`src/rtl/link_pkg.sv`:
```
package link_pkg;
  localparam int WORD_W = 32;
  localparam logic [31:0] CRC_POLY = 32'h04C11DB7;
  localparam logic [31:0] CRC_SEED = 32'h52325032;

  typedef enum logic [3:0] {
    PR_IDLE  = 4'd0,
    PR_XRDY  = 4'd1,
    PR_RRDY  = 4'd2,
    PR_RIP   = 4'd3,
    PR_SOF   = 4'd4,
    PR_DATA  = 4'd5,
    PR_HOLD  = 4'd6,
    PR_HOLDA = 4'd7,
    PR_EOF   = 4'd8,
    PR_WTRM  = 4'd9,
    PR_ROK   = 4'd10,
    PR_RERR  = 4'd11
  } prim_e;

  typedef enum logic [2:0] {
    ST_IDLE, ST_ARB, ST_YIELD, ST_SOF, ST_PAY, ST_CRC, ST_EOF, ST_WTRM
  } tx_state_e;

  // One whole-word CRC update, most significant bit first.
  function automatic logic [31:0] crc_step(input logic [31:0] c, input logic [31:0] d);
    logic [31:0] r;
    r = c;
    for (int i = 31; i >= 0; i--) begin
      if (r[31] ^ d[i]) r = {r[30:0], 1'b0} ^ CRC_POLY;
      else              r = {r[30:0], 1'b0};
    end
    return r;
  endfunction
endpackage

```
`src/rtl/lnk_crc32.sv`:
```
module lnk_crc32
  import link_pkg::*;
(
  input  logic              clk,
  input  logic              rst_n,
  input  logic              clear,
  input  logic              en,
  input  logic [WORD_W-1:0] din,
  output logic [31:0]       crc_q
);
  always_ff @(posedge clk) begin
    if (!rst_n)     crc_q <= CRC_SEED;
    else if (clear) crc_q <= CRC_SEED;
    else if (en)    crc_q <= crc_step(crc_q, din);
  end

  // every frame's CRC starts from the seed
  assert_crc_seed_R7: assert property (@(posedge clk) disable iff (!rst_n)
    clear |=> (crc_q == CRC_SEED));
endmodule

```
`src/rtl/lnk_len_guard.sv`:
```
module lnk_len_guard #(
  parameter int MAX_WORDS = 2049,
  localparam int CW = $clog2(MAX_WORDS + 1)
) (
  input  logic          clk,
  input  logic          rst_n,
  input  logic          clr,
  input  logic          inc,
  output logic [CW-1:0] cnt,
  output logic          at_cap
);
  always_ff @(posedge clk) begin
    if (!rst_n)   cnt <= '0;
    else if (clr) cnt <= '0;
    else if (inc) cnt <= cnt + 1'b1;
  end

  assign at_cap = (cnt == CW'(MAX_WORDS - 1));

  // the payload count never passes the cap
  assert_len_cap_R11: assert property (@(posedge clk) disable iff (!rst_n)
    cnt <= CW'(MAX_WORDS));
endmodule

```
`src/rtl/lnk_tx_fsm.sv`:
```
module lnk_tx_fsm
  import link_pkg::*;
#(
  parameter bit IS_HOST  = 1'b1,
  parameter int MIN_XRDY = 2,
  parameter int CW       = 12,
  localparam int XW = $clog2(MIN_XRDY + 1)
) (
  input  logic          clk,
  input  logic          rst_n,
  input  logic          s_valid,
  input  logic          s_last,
  input  prim_e         rx_prim,
  input  logic          at_cap,
  input  logic [CW-1:0] cnt,
  output prim_e         tx_prim,
  output logic          tx_dvalid,
  output logic          sel_crc,
  output logic          s_ready,
  output logic          acc,
  output logic          frame_clr,
  output logic          done_ok,
  output logic          done_err,
  output logic          len_err
);
  tx_state_e st, nxt;
  logic [XW-1:0] xr_cnt;
  logic yield_en;

  generate
    if (IS_HOST) begin : g_host
      assign yield_en = 1'b0;
    end else begin : g_dev
      assign yield_en = 1'b1;
    end
  endgenerate

  always_comb begin
    nxt       = st;
    tx_prim   = PR_IDLE;
    tx_dvalid = 1'b0;
    sel_crc   = 1'b0;
    s_ready   = 1'b0;
    acc       = 1'b0;
    frame_clr = 1'b0;
    unique case (st)
      ST_IDLE: if (s_valid) nxt = ST_ARB;
      ST_ARB: begin
        tx_prim = PR_XRDY;
        if (yield_en && rx_prim == PR_XRDY) nxt = ST_YIELD;
        else if (rx_prim == PR_RRDY && xr_cnt >= XW'(MIN_XRDY - 1)) nxt = ST_SOF;
      end
      ST_YIELD: begin
        tx_prim = PR_RRDY;
        if (rx_prim != PR_XRDY) nxt = ST_IDLE;
      end
      ST_SOF: begin
        tx_prim   = PR_SOF;
        frame_clr = 1'b1;
        nxt       = ST_PAY;
      end
      ST_PAY: begin
        if (rx_prim == PR_HOLD) tx_prim = PR_HOLDA;
        else if (s_valid) begin
          tx_prim   = PR_DATA;
          tx_dvalid = 1'b1;
          s_ready   = 1'b1;
          acc       = 1'b1;
          if (s_last || at_cap) nxt = ST_CRC;
        end else tx_prim = PR_HOLD;
      end
      ST_CRC: begin
        if (rx_prim == PR_HOLD) tx_prim = PR_HOLDA;
        else begin
          tx_prim   = PR_DATA;
          tx_dvalid = 1'b1;
          sel_crc   = 1'b1;
          nxt       = ST_EOF;
        end
      end
      ST_EOF: begin
        tx_prim = PR_EOF;
        nxt     = ST_WTRM;
      end
      ST_WTRM: begin
        tx_prim = PR_WTRM;
        if (rx_prim == PR_ROK || rx_prim == PR_RERR) nxt = ST_IDLE;
      end
      default: nxt = ST_IDLE;
    endcase
  end

  always_ff @(posedge clk) begin
    if (!rst_n) begin
      st       <= ST_IDLE;
      xr_cnt   <= '0;
      done_ok  <= 1'b0;
      done_err <= 1'b0;
      len_err  <= 1'b0;
    end else begin
      st <= nxt;
      if (st != ST_ARB) xr_cnt <= '0;
      else if (xr_cnt != XW'(MIN_XRDY)) xr_cnt <= xr_cnt + 1'b1;
      done_ok  <= (st == ST_WTRM) && (rx_prim == PR_ROK);
      done_err <= (st == ST_WTRM) && (rx_prim == PR_RERR);
      if (st == ST_SOF) len_err <= 1'b0;
      else if (acc && at_cap && !s_last) len_err <= 1'b1;
    end
  end

  // two requests directly precede the start marker
  assert_two_xrdy_R2: assert property (@(posedge clk) disable iff (!rst_n)
    (tx_prim == PR_SOF) |-> ($past(tx_prim) == PR_XRDY && $past(tx_prim, 2) == PR_XRDY));
  // start marker only after a grant
  assert_sof_grant_R3: assert property (@(posedge clk) disable iff (!rst_n)
    (tx_prim == PR_SOF) |-> ($past(rx_prim) == PR_RRDY));
  // a far-end hold freezes the payload count
  assert_hold_freeze_R6: assert property (@(posedge clk) disable iff (!rst_n)
    (st == ST_PAY && rx_prim == PR_HOLD) |=> $stable(cnt));
  // end marker directly follows the CRC word
  assert_eof_after_crc_R7: assert property (@(posedge clk) disable iff (!rst_n)
    (tx_prim == PR_EOF) |-> ($past(tx_dvalid) && $past(sel_crc)));
  // verdict pulses match the received answer and never coincide
  assert_ok_src_R8: assert property (@(posedge clk) disable iff (!rst_n)
    done_ok |-> ($past(rx_prim) == PR_ROK && !done_err));
  assert_err_src_R8: assert property (@(posedge clk) disable iff (!rst_n)
    done_err |-> ($past(rx_prim) == PR_RERR));
  // a yielding device answers with receiver-ready while the far end requests
  assert_yield_rrdy_R10: assert property (@(posedge clk) disable iff (!rst_n)
    (st == ST_YIELD && rx_prim == PR_XRDY) |=> (tx_prim == PR_RRDY));
endmodule

```
`src/rtl/frame_tx_seq.sv`:
```
module frame_tx_seq
  import link_pkg::*;
#(
  parameter bit IS_HOST   = 1'b1,
  parameter int MAX_WORDS = 2049,
  parameter int MIN_XRDY  = 2,
  localparam int CW = $clog2(MAX_WORDS + 1)
) (
  input  logic        clk,
  input  logic        rst_n,
  input  logic        s_valid,
  output logic        s_ready,
  input  logic [31:0] s_data,
  input  logic        s_last,
  input  logic [3:0]  rx_prim,
  output logic [3:0]  tx_prim,
  output logic        tx_dvalid,
  output logic [31:0] tx_data,
  output logic        done_ok,
  output logic        done_err,
  output logic        len_err
);
  prim_e         rx_e, tx_e;
  logic          sel_crc, acc, frame_clr, at_cap;
  logic [CW-1:0] cnt;
  logic [31:0]   crc_q;

  assign rx_e = prim_e'(rx_prim);

  lnk_tx_fsm #(.IS_HOST(IS_HOST), .MIN_XRDY(MIN_XRDY), .CW(CW)) u_fsm (
    .clk(clk), .rst_n(rst_n), .s_valid(s_valid), .s_last(s_last),
    .rx_prim(rx_e), .at_cap(at_cap), .cnt(cnt), .tx_prim(tx_e),
    .tx_dvalid(tx_dvalid), .sel_crc(sel_crc), .s_ready(s_ready), .acc(acc),
    .frame_clr(frame_clr), .done_ok(done_ok), .done_err(done_err), .len_err(len_err)
  );

  lnk_len_guard #(.MAX_WORDS(MAX_WORDS)) u_guard (
    .clk(clk), .rst_n(rst_n), .clr(frame_clr), .inc(acc), .cnt(cnt), .at_cap(at_cap)
  );

  lnk_crc32 u_crc (
    .clk(clk), .rst_n(rst_n), .clear(frame_clr), .en(acc), .din(s_data), .crc_q(crc_q)
  );

  assign tx_prim = tx_e;
  assign tx_data = !tx_dvalid ? 32'h0 : (sel_crc ? crc_q : s_data);

  // the source is drained only while a payload word goes out
  assert_ready_data_R12: assert property (@(posedge clk) disable iff (!rst_n)
    s_ready |-> (tx_dvalid && tx_prim == PR_DATA && !sel_crc));
endmodule

```
`config.mk`:
```
export PLATFORM = sky130hd
export DESIGN_NAME = frame_tx_seq
export DESIGN_NICKNAME = d
export VERILOG_FILES = /design/src/rtl/link_pkg.sv /design/src/rtl/lnk_crc32.sv /design/src/rtl/lnk_len_guard.sv /design/src/rtl/lnk_tx_fsm.sv /design/src/rtl/frame_tx_seq.sv
export SDC_FILE = /design/constraint.sdc
export NUM_CORES = 1
export LEC_CHECK = 0
export ABC_CLOCK_PERIOD_IN_PS = 4750
export BUFFER_PORTS_ARGS = -buffer_cell sky130_fd_sc_hd__buf_2
export CORE_MARGIN = 8
export CORE_UTILIZATION = 48
export CTS_CLUSTER_SIZE = 8
export DETAILED_ROUTE_END_ITERATION = 6
export PLACE_DENSITY = 0.68
export SYNTH_ARGS = -nofsm -noshare
export SYNTH_HDL_FRONTEND = slang
export SYNTH_HIERARCHICAL = 1
export SYNTH_SLANG_ARGS = --single-unit
```
`constraint.sdc`:
```
create_clock -name clk -period 4.75 [get_ports clk]
set_input_delay 0.95 -clock clk [delete_from_list [all_inputs] [get_ports clk]]
set_output_delay 0.95 -clock clk [all_outputs]
set_load 0.1 [all_outputs]
```
Word level (Yosys, flattened, before mapping)

Index checks and enable logic that the tools add are counted.

Input bits: 40
Bits in registers: 52
Logic and storage cells: 258
Output and inout port bits: 41

Bitwise operators: 65
$add $sub $neg: 2
Reductions and logical operators: 13
Magnitude comparators: 1
Multiplexer cells: 147
Eq/ne operators: 23

Operators with widths:

| kind                                                                     | number |
|---|---|
| 32-bit 2-to-1 mux                                                        | 95 |
| 27-bit 2-to-1 mux                                                        | 32 |
| 14-bit NOT                                                               | 32 |
| 1-bit bitwise XOR                                                        | 32 |
| 4-bit case mux with 7 select lines                                       | 1 |
| 3-bit 2-to-1 mux                                                         | 8 |
| 3-bit case mux with 8 select lines                                       | 1 |
| 12-bit by 1-bit adder with 12-bit output (second input constant)         | 1 |
| 12-bit equality test (second input constant)                             | 1 |
| 3-bit equality test (second input constant)                              | 4 |
| 2-bit inequality test (second input constant)                            | 5 |
| 4-bit equality test (second input constant)                              | 2 |
| 2-bit by 1-bit inequality test with 1-bit output (second input constant) | 4 |
| 8-bit AND reduction                                                      | 1 |
| 3-bit by 2-bit equality test with 1-bit output (second input constant)   | 2 |
| 1-bit 2-to-1 mux                                                         | 6 |
| 2-bit OR reduction                                                       | 3 |
| 1-bit logical AND                                                        | 5 |
| 4-bit by 2-bit equality test with 1-bit output (second input constant)   | 1 |
| 4-bit by 3-bit equality test with 1-bit output (second input constant)   | 1 |
| 2-bit 2-to-1 mux                                                         | 2 |
| 4-bit 2-to-1 mux                                                         | 1 |
| 4-bit by 1-bit inequality test with 1-bit output (second input constant) | 1 |
| 3-bit by 1-bit equality test with 1-bit output (second input constant)   | 1 |
| 8 further kinds                                                          | 9 |

Longest topological paths before layout

Depth in word-level cells: 158
Gate-level depth with buffers: 10

Cells and area by module

The synthesis kept the hierarchy.

Modules (own cells, without submodules):

| module        | area each (um^2) | times used | cells an instance |
|---|---|---|---|
| lnk_crc32     | 4169.0           | 1          | 377 |
| frame_tx_seq  | 603.1            | 1          | 71 |
| lnk_len_guard | 601.8            | 1          | 67 |
| lnk_tx_fsm    | 531.8            | 1          | 64 |

Least setup slack after synthesis

No wires, ideal clock.

Path kind: input port to output port
Start point: in rx_prim[3]
End point: out tx_data[10]
Setup slack: 0.110 ns
Cell stages on the path: 5
Arrival: 3.690 ns
Required time: 3.800 ns
Path buffers: 1
Cell sequence: and4bb_4 > nor3b_1 > or2_2 > clkbuf_1 > nor2b_1

Longest elaborated chain between the ends: 5
Elaborated cells on any way between the ends: 7

Ends and longest elaborated chain:

| what                                           | RTL line           | source |
|---|---|---|
| start: declaration                             | frame_tx_seq.sv:15 | `input logic [3:0] rx_prim,` |
| 4-bit by 3-bit equality test with 1-bit output | lnk_tx_fsm.sv:73   | `if (rx_prim == PR_HOLD) tx_prim = PR_HOLDA;` |
| 1-bit 2-to-1 mux                               | lnk_tx_fsm.sv:73   |  |
| 1-bit 2-to-1 mux                               | lnk_tx_fsm.sv:46   | `unique case (st)` |
| via sel_crc                                    | frame_tx_seq.sv:24 | `logic sel_crc, acc, frame_clr, at_cap;` |
| 32-bit 2-to-1 mux (2 in series)                | frame_tx_seq.sv:46 | `assign tx_data = !tx_dvalid ? 32'h0 : (sel_crc ? crc_q : s_data);` |
| end: declaration                               | frame_tx_seq.sv:18 | `output logic [31:0] tx_data,` |

The timed path passes the listed nets, and every way through them passes these cells.

Final worst setup path

Start point: in s_data[26]
End point: reg u_crc.crc_q[23]

Longest elaborated chain between the ends: 111
Elaborated cells on any way between the ends: 133

Ends and longest elaborated chain:

| what                                                             | RTL line           | source |
|---|---|---|
| start: declaration                                               | frame_tx_seq.sv:13 | `input logic [31:0] s_data,` |
| 1-bit bitwise XOR (*)                                            | link_pkg.sv:30     | `if (r[31] ^ d[i]) r = {r[30:0], 1'b0} ^ CRC_POLY;` |
| 27-bit 2-to-1 mux (*)                                            | link_pkg.sv:30     |  |
| 32-bit 2-to-1 mux (*)                                            | lnk_crc32.sv:14    | `else if (en) crc_q <= crc_step(crc_q, din);` |
| 32-bit 2-to-1 mux (*)                                            | lnk_crc32.sv:13    | `else if (clear) crc_q <= CRC_SEED;` |
| 32-bit 2-to-1 mux (*)                                            | lnk_crc32.sv:12    | `if (!rst_n) crc_q <= CRC_SEED;` |
| 14-bit NOT (no line)                                             | --                 |  |
| 27-bit 2-to-1 mux                                                | link_pkg.sv:30     |  |
| 32-bit 2-to-1 mux (*)                                            | lnk_crc32.sv:14    |  |
| [... 95 more ...]                                                | --                 |  |
| 32-bit 2-to-1 mux (*)                                            | lnk_crc32.sv:12    |  |
| 14-bit NOT (no line) / 1-bit bitwise XOR (equally long branches) | --                 |  |
| 27-bit 2-to-1 mux                                                | link_pkg.sv:30     |  |
| 32-bit 2-to-1 mux (*)                                            | lnk_crc32.sv:14    |  |
| 32-bit 2-to-1 mux (*)                                            | lnk_crc32.sv:13    |  |
| 32-bit 2-to-1 mux (*)                                            | lnk_crc32.sv:12    |  |
| 14-bit NOT (no line)                                             | --                 |  |
| 27-bit 2-to-1 mux (*)                                            | link_pkg.sv:30     |  |
| end signal: assignment                                           | lnk_crc32.sv:14    |  |
| end: declaration                                                 | lnk_crc32.sv:9     | `output logic [31:0] crc_q` |

Every way passes the cells marked *; elsewhere a longest branch is shown, timed or not. The select of a mux whose other input is x is not followed.
A chain may end at the register's enable or synchronous reset.

==> flow_summary.toml <==
[outcome]
outcome = "finished clean"

[worst_setup_path]
worstSetupStartpointType = "input port"
r2r_slack_ns = 0.78
path_cells = "buf_2, xnor2_2, xnor3_1, xor3_1, xnor3_2, xor3_2, xor2_2, xnor2_1, xor2_1, a211oi_1"
max_stage_delay_ns = 0.55
crit_family = "XOR/XNOR gates"
r2r_cells = 9
rr_endpoint = "u_crc/crc_q[4]"
rr_startpoint = "u_crc/crc_q[28]"
crit_slowest_cell = "xor3_2"
crit_required_ns = 4.97
worstSetupPathDepth = 10
crit_buf_inv = 1
path_max_fanout = 5
crit_type = "input port to flip-flop"
cp.arrival_ns = 4.41
crit_path_end_kind = "flip-flop"

[timing]
setup_violations = 0
clock_skew_ns = 0.0176
rsz0062_at_grt = "false"
fin_crit_sh_pct = 88.1
fin_crit_ns = 4.18
fmax_ghz = 0.239
slew_headroom_pct = 57.8
setup_tns_ns = 0
finalHoldViolCount = 0
drv_slew = 0
tightestPinTransition_ns = 0.633

[die]
die_area_um2 = 16100
pin_count = 81
fp.dieW_um = 127
initial_core_util_pct = 49.2
core_area_um2 = 12000
die_h_um = 127
rows = 40

[min_path]
hold_class = "flip-flop to flip-flop"
whs_path_depth = 2
min_to = "u_guard/cnt[11]"
worstHoldStart = "u_guard/cnt[11]"

[cells_and_area]
final_nets = 728
antenna_cells = 0
final_common_cell = "xnor2_1"
mostFrequentLayoutCells = "xnor2_1 (149), buf_2 (80), dfxtp_1 (52)"
area_growth_pct = 15.1
drive_gt1_share_pct = 22.0

[synthesis]
ys_seq_area_share_pct = 17.6
synth_top_family_by_area = "XOR/XNOR gates"
synth-simple-area-share_pct = 13.3
synthXorXnorAreaFrac_pct = 52.6
synthMuxAreaShare_pct = 6.10
syn_inst = 579
ys.flop_type = "dfxtp_1"
synth_edf_count = 0
synthArstFlopShare_pct = 0
synth_nets = 623
ys_warn_count = 6
syn_area_um2 = 5910
ys_ff_latch = 52
synth-compound-area-share_pct = 6.40
synth_cell_types = 53
synthAdderAreaFrac_pct = 0.847
avgSynthCellArea_um2 = 10.2

[global_route]
grt_overflow = 0
grt_pass1_wl_um = 25900
grt_pass1_vias = 4487
grt_usage_pct = 20.8
grt_max_degree = 63
antenna_found_initial = 0

[placement]
gp_congestion = 0.937
hpwl_um = 13400
io_buffers = 80

[drt]
first_iter_violations = 290
drc = 0
wl_um = 16400
viasPerCell = 5.25
wl_per_cell_um = 19.7
detail-route-antenna-nets = 0
vias = 4369
drtPass1Iterations = 4

[clocking]
ctsRootBufferMaster = "clkbuf_16"
hold_buffers = 0
postCtsSetupBuffers = 0
cts_tree = "done"
cts_buffers = 5
htreeDepth = 2
clock_sinks = 52
clk_latency_ns = 0.31
clk_pin_slew_ns = 0.08
cts.repair.resized = 0
clk_path_buf_depth = 2

[run]
cap_violations = 0
==> how the worst max path moves through the flow <==
stage | startpoint | end | slack (ns)
6_report | s_data[26] | u_crc/crc_q[23] | 0.57
5_1_grt | s_data[30] | u_crc/crc_q[4] | 0.40
4_1_cts | s_data[26] | u_crc/crc_q[23] | 0.55
3_5_place_dp | s_data[26] | u_crc/crc_q[23] | 0.23
3_3_place_gp | s_data[26] | u_crc/crc_q[2] | 0.27
2_1_floorplan | rx_prim[3] | tx_data[10] | 0.11
==> sequential cells by signal, indices dropped and copies added (netlist names) <==
register        flops
u_crc/crc_q        32
u_guard/cnt        12
u_fsm/st            3
u_fsm/xr_cnt        2
u_fsm/done_err      1
u_fsm/done_ok       1
u_fsm/len_err       1
==> final cells by class <==
type                       instances  area (µm²)
timing repair buffer             119         693
clock inverter                     3        28.8
sequential                        52        1040
tap                              147         184
clock buffer                       5         125
multi-input combinational        495        4690
inverter                          11        41.3
fill                            1080        5210
==> synthesized netlist by cell type, types with 2 or more instances <==
| master | n | share of area [%] |
|---|---|---|
| nand4_1 | 3 | 0.32 |
| xor3_2 | 2 | 0.85 |
| and2_1 | 2 | 0.21 |
| xor3_1 | 8 | 3.2 |
| ha_1 | 4 | 0.85 |
| xnor2_4 | 3 | 1.4 |
| nor4_1 | 5 | 0.53 |
| xnor3_2 | 4 | 1.6 |
| nand2b_1 | 5 | 0.53 |
| buf_12 | 3 | 1.0 |
| a21oi_1 | 16 | 1.4 |
| nor2_1 | 32 | 2.0 |
| and3_1 | 2 | 0.21 |
| xor2_2 | 2 | 0.55 |
| nand3b_1 | 2 | 0.25 |
| xor2_1 | 48 | 7.1 |
| or3_1 | 5 | 0.53 |
| inv_1 | 11 | 0.70 |
| dfxtp_1 | 52 | 18 |
| nor2b_1 | 35 | 3.7 |
| nor4b_1 | 3 | 0.44 |
| nor3_1 | 9 | 0.76 |
| nand4_4 | 2 | 0.72 |
| mux2i_1 | 36 | 6.1 |
| nand2_1 | 18 | 1.1 |
| o21ai_0 | 16 | 1.4 |
| o211ai_1 | 3 | 0.38 |
| nand3_1 | 4 | 0.34 |
| clkbuf_1 | 13 | 0.83 |
| or4_1 | 2 | 0.25 |
| buf_2 | 3 | 0.25 |
| o31ai_1 | 2 | 0.25 |
| a211oi_1 | 15 | 1.9 |
| xnor3_1 | 37 | 14 |
| xnor2_2 | 6 | 1.7 |
| xnor2_1 | 149 | 22 |
==> metal layers <==
metal / share of wire [%] / track usage [%] / wire [µm]
met1: 46 / 27.6 / 7570
met3: 6.5 / 4.73 / 1070
met5: 0 / 0 / 0
met4: 1.6 / 4.62 / 259
met2: 46 / 33.6 / 7520
==> stage by stage <==
step / util, % / std cells / setup slack [ns] / instance area [µm²] / hold WS, ns
floorplan: - / 579 / 0.110 / 5910 / 0.438
global placement: 55.3 / 824 / 0.271 / 6650 / 0.460
detailed placement: 55.3 / 824 / 0.230 / 6650 / 0.465
CTS: 56.6 / 832 / 0.549 / 6800 / 0.486
global route: 56.6 / 832 / 0.404 / 6800 / 0.521
finish: 56.6 / 832 / 0.565 / 6800 / 0.484
==> worst reg2reg max path: cells and delay by family (launching register included) <==
| kind | cells | cell delay (ns) |
|---|---|---|
| xor gates and xnor gates | 7 | 2.90 |
| and+or+nand+nor | 2 | 0.40 |
| DFF | 1 | 0.61 |
==> cell families (layout without fill, tap and decap cells) <==
group,Yosys count,count (layout)
simple gates,136,136
xor+xnor,259,259
compound gates,60,60
fa+ha+maj,4,4
mux,36,36
flops,52,52
buf+inv,32,138
Power is left out: the tool's default activity adds up to more than one toggle a clock period on the data nets, which glitch-free logic cannot reach.
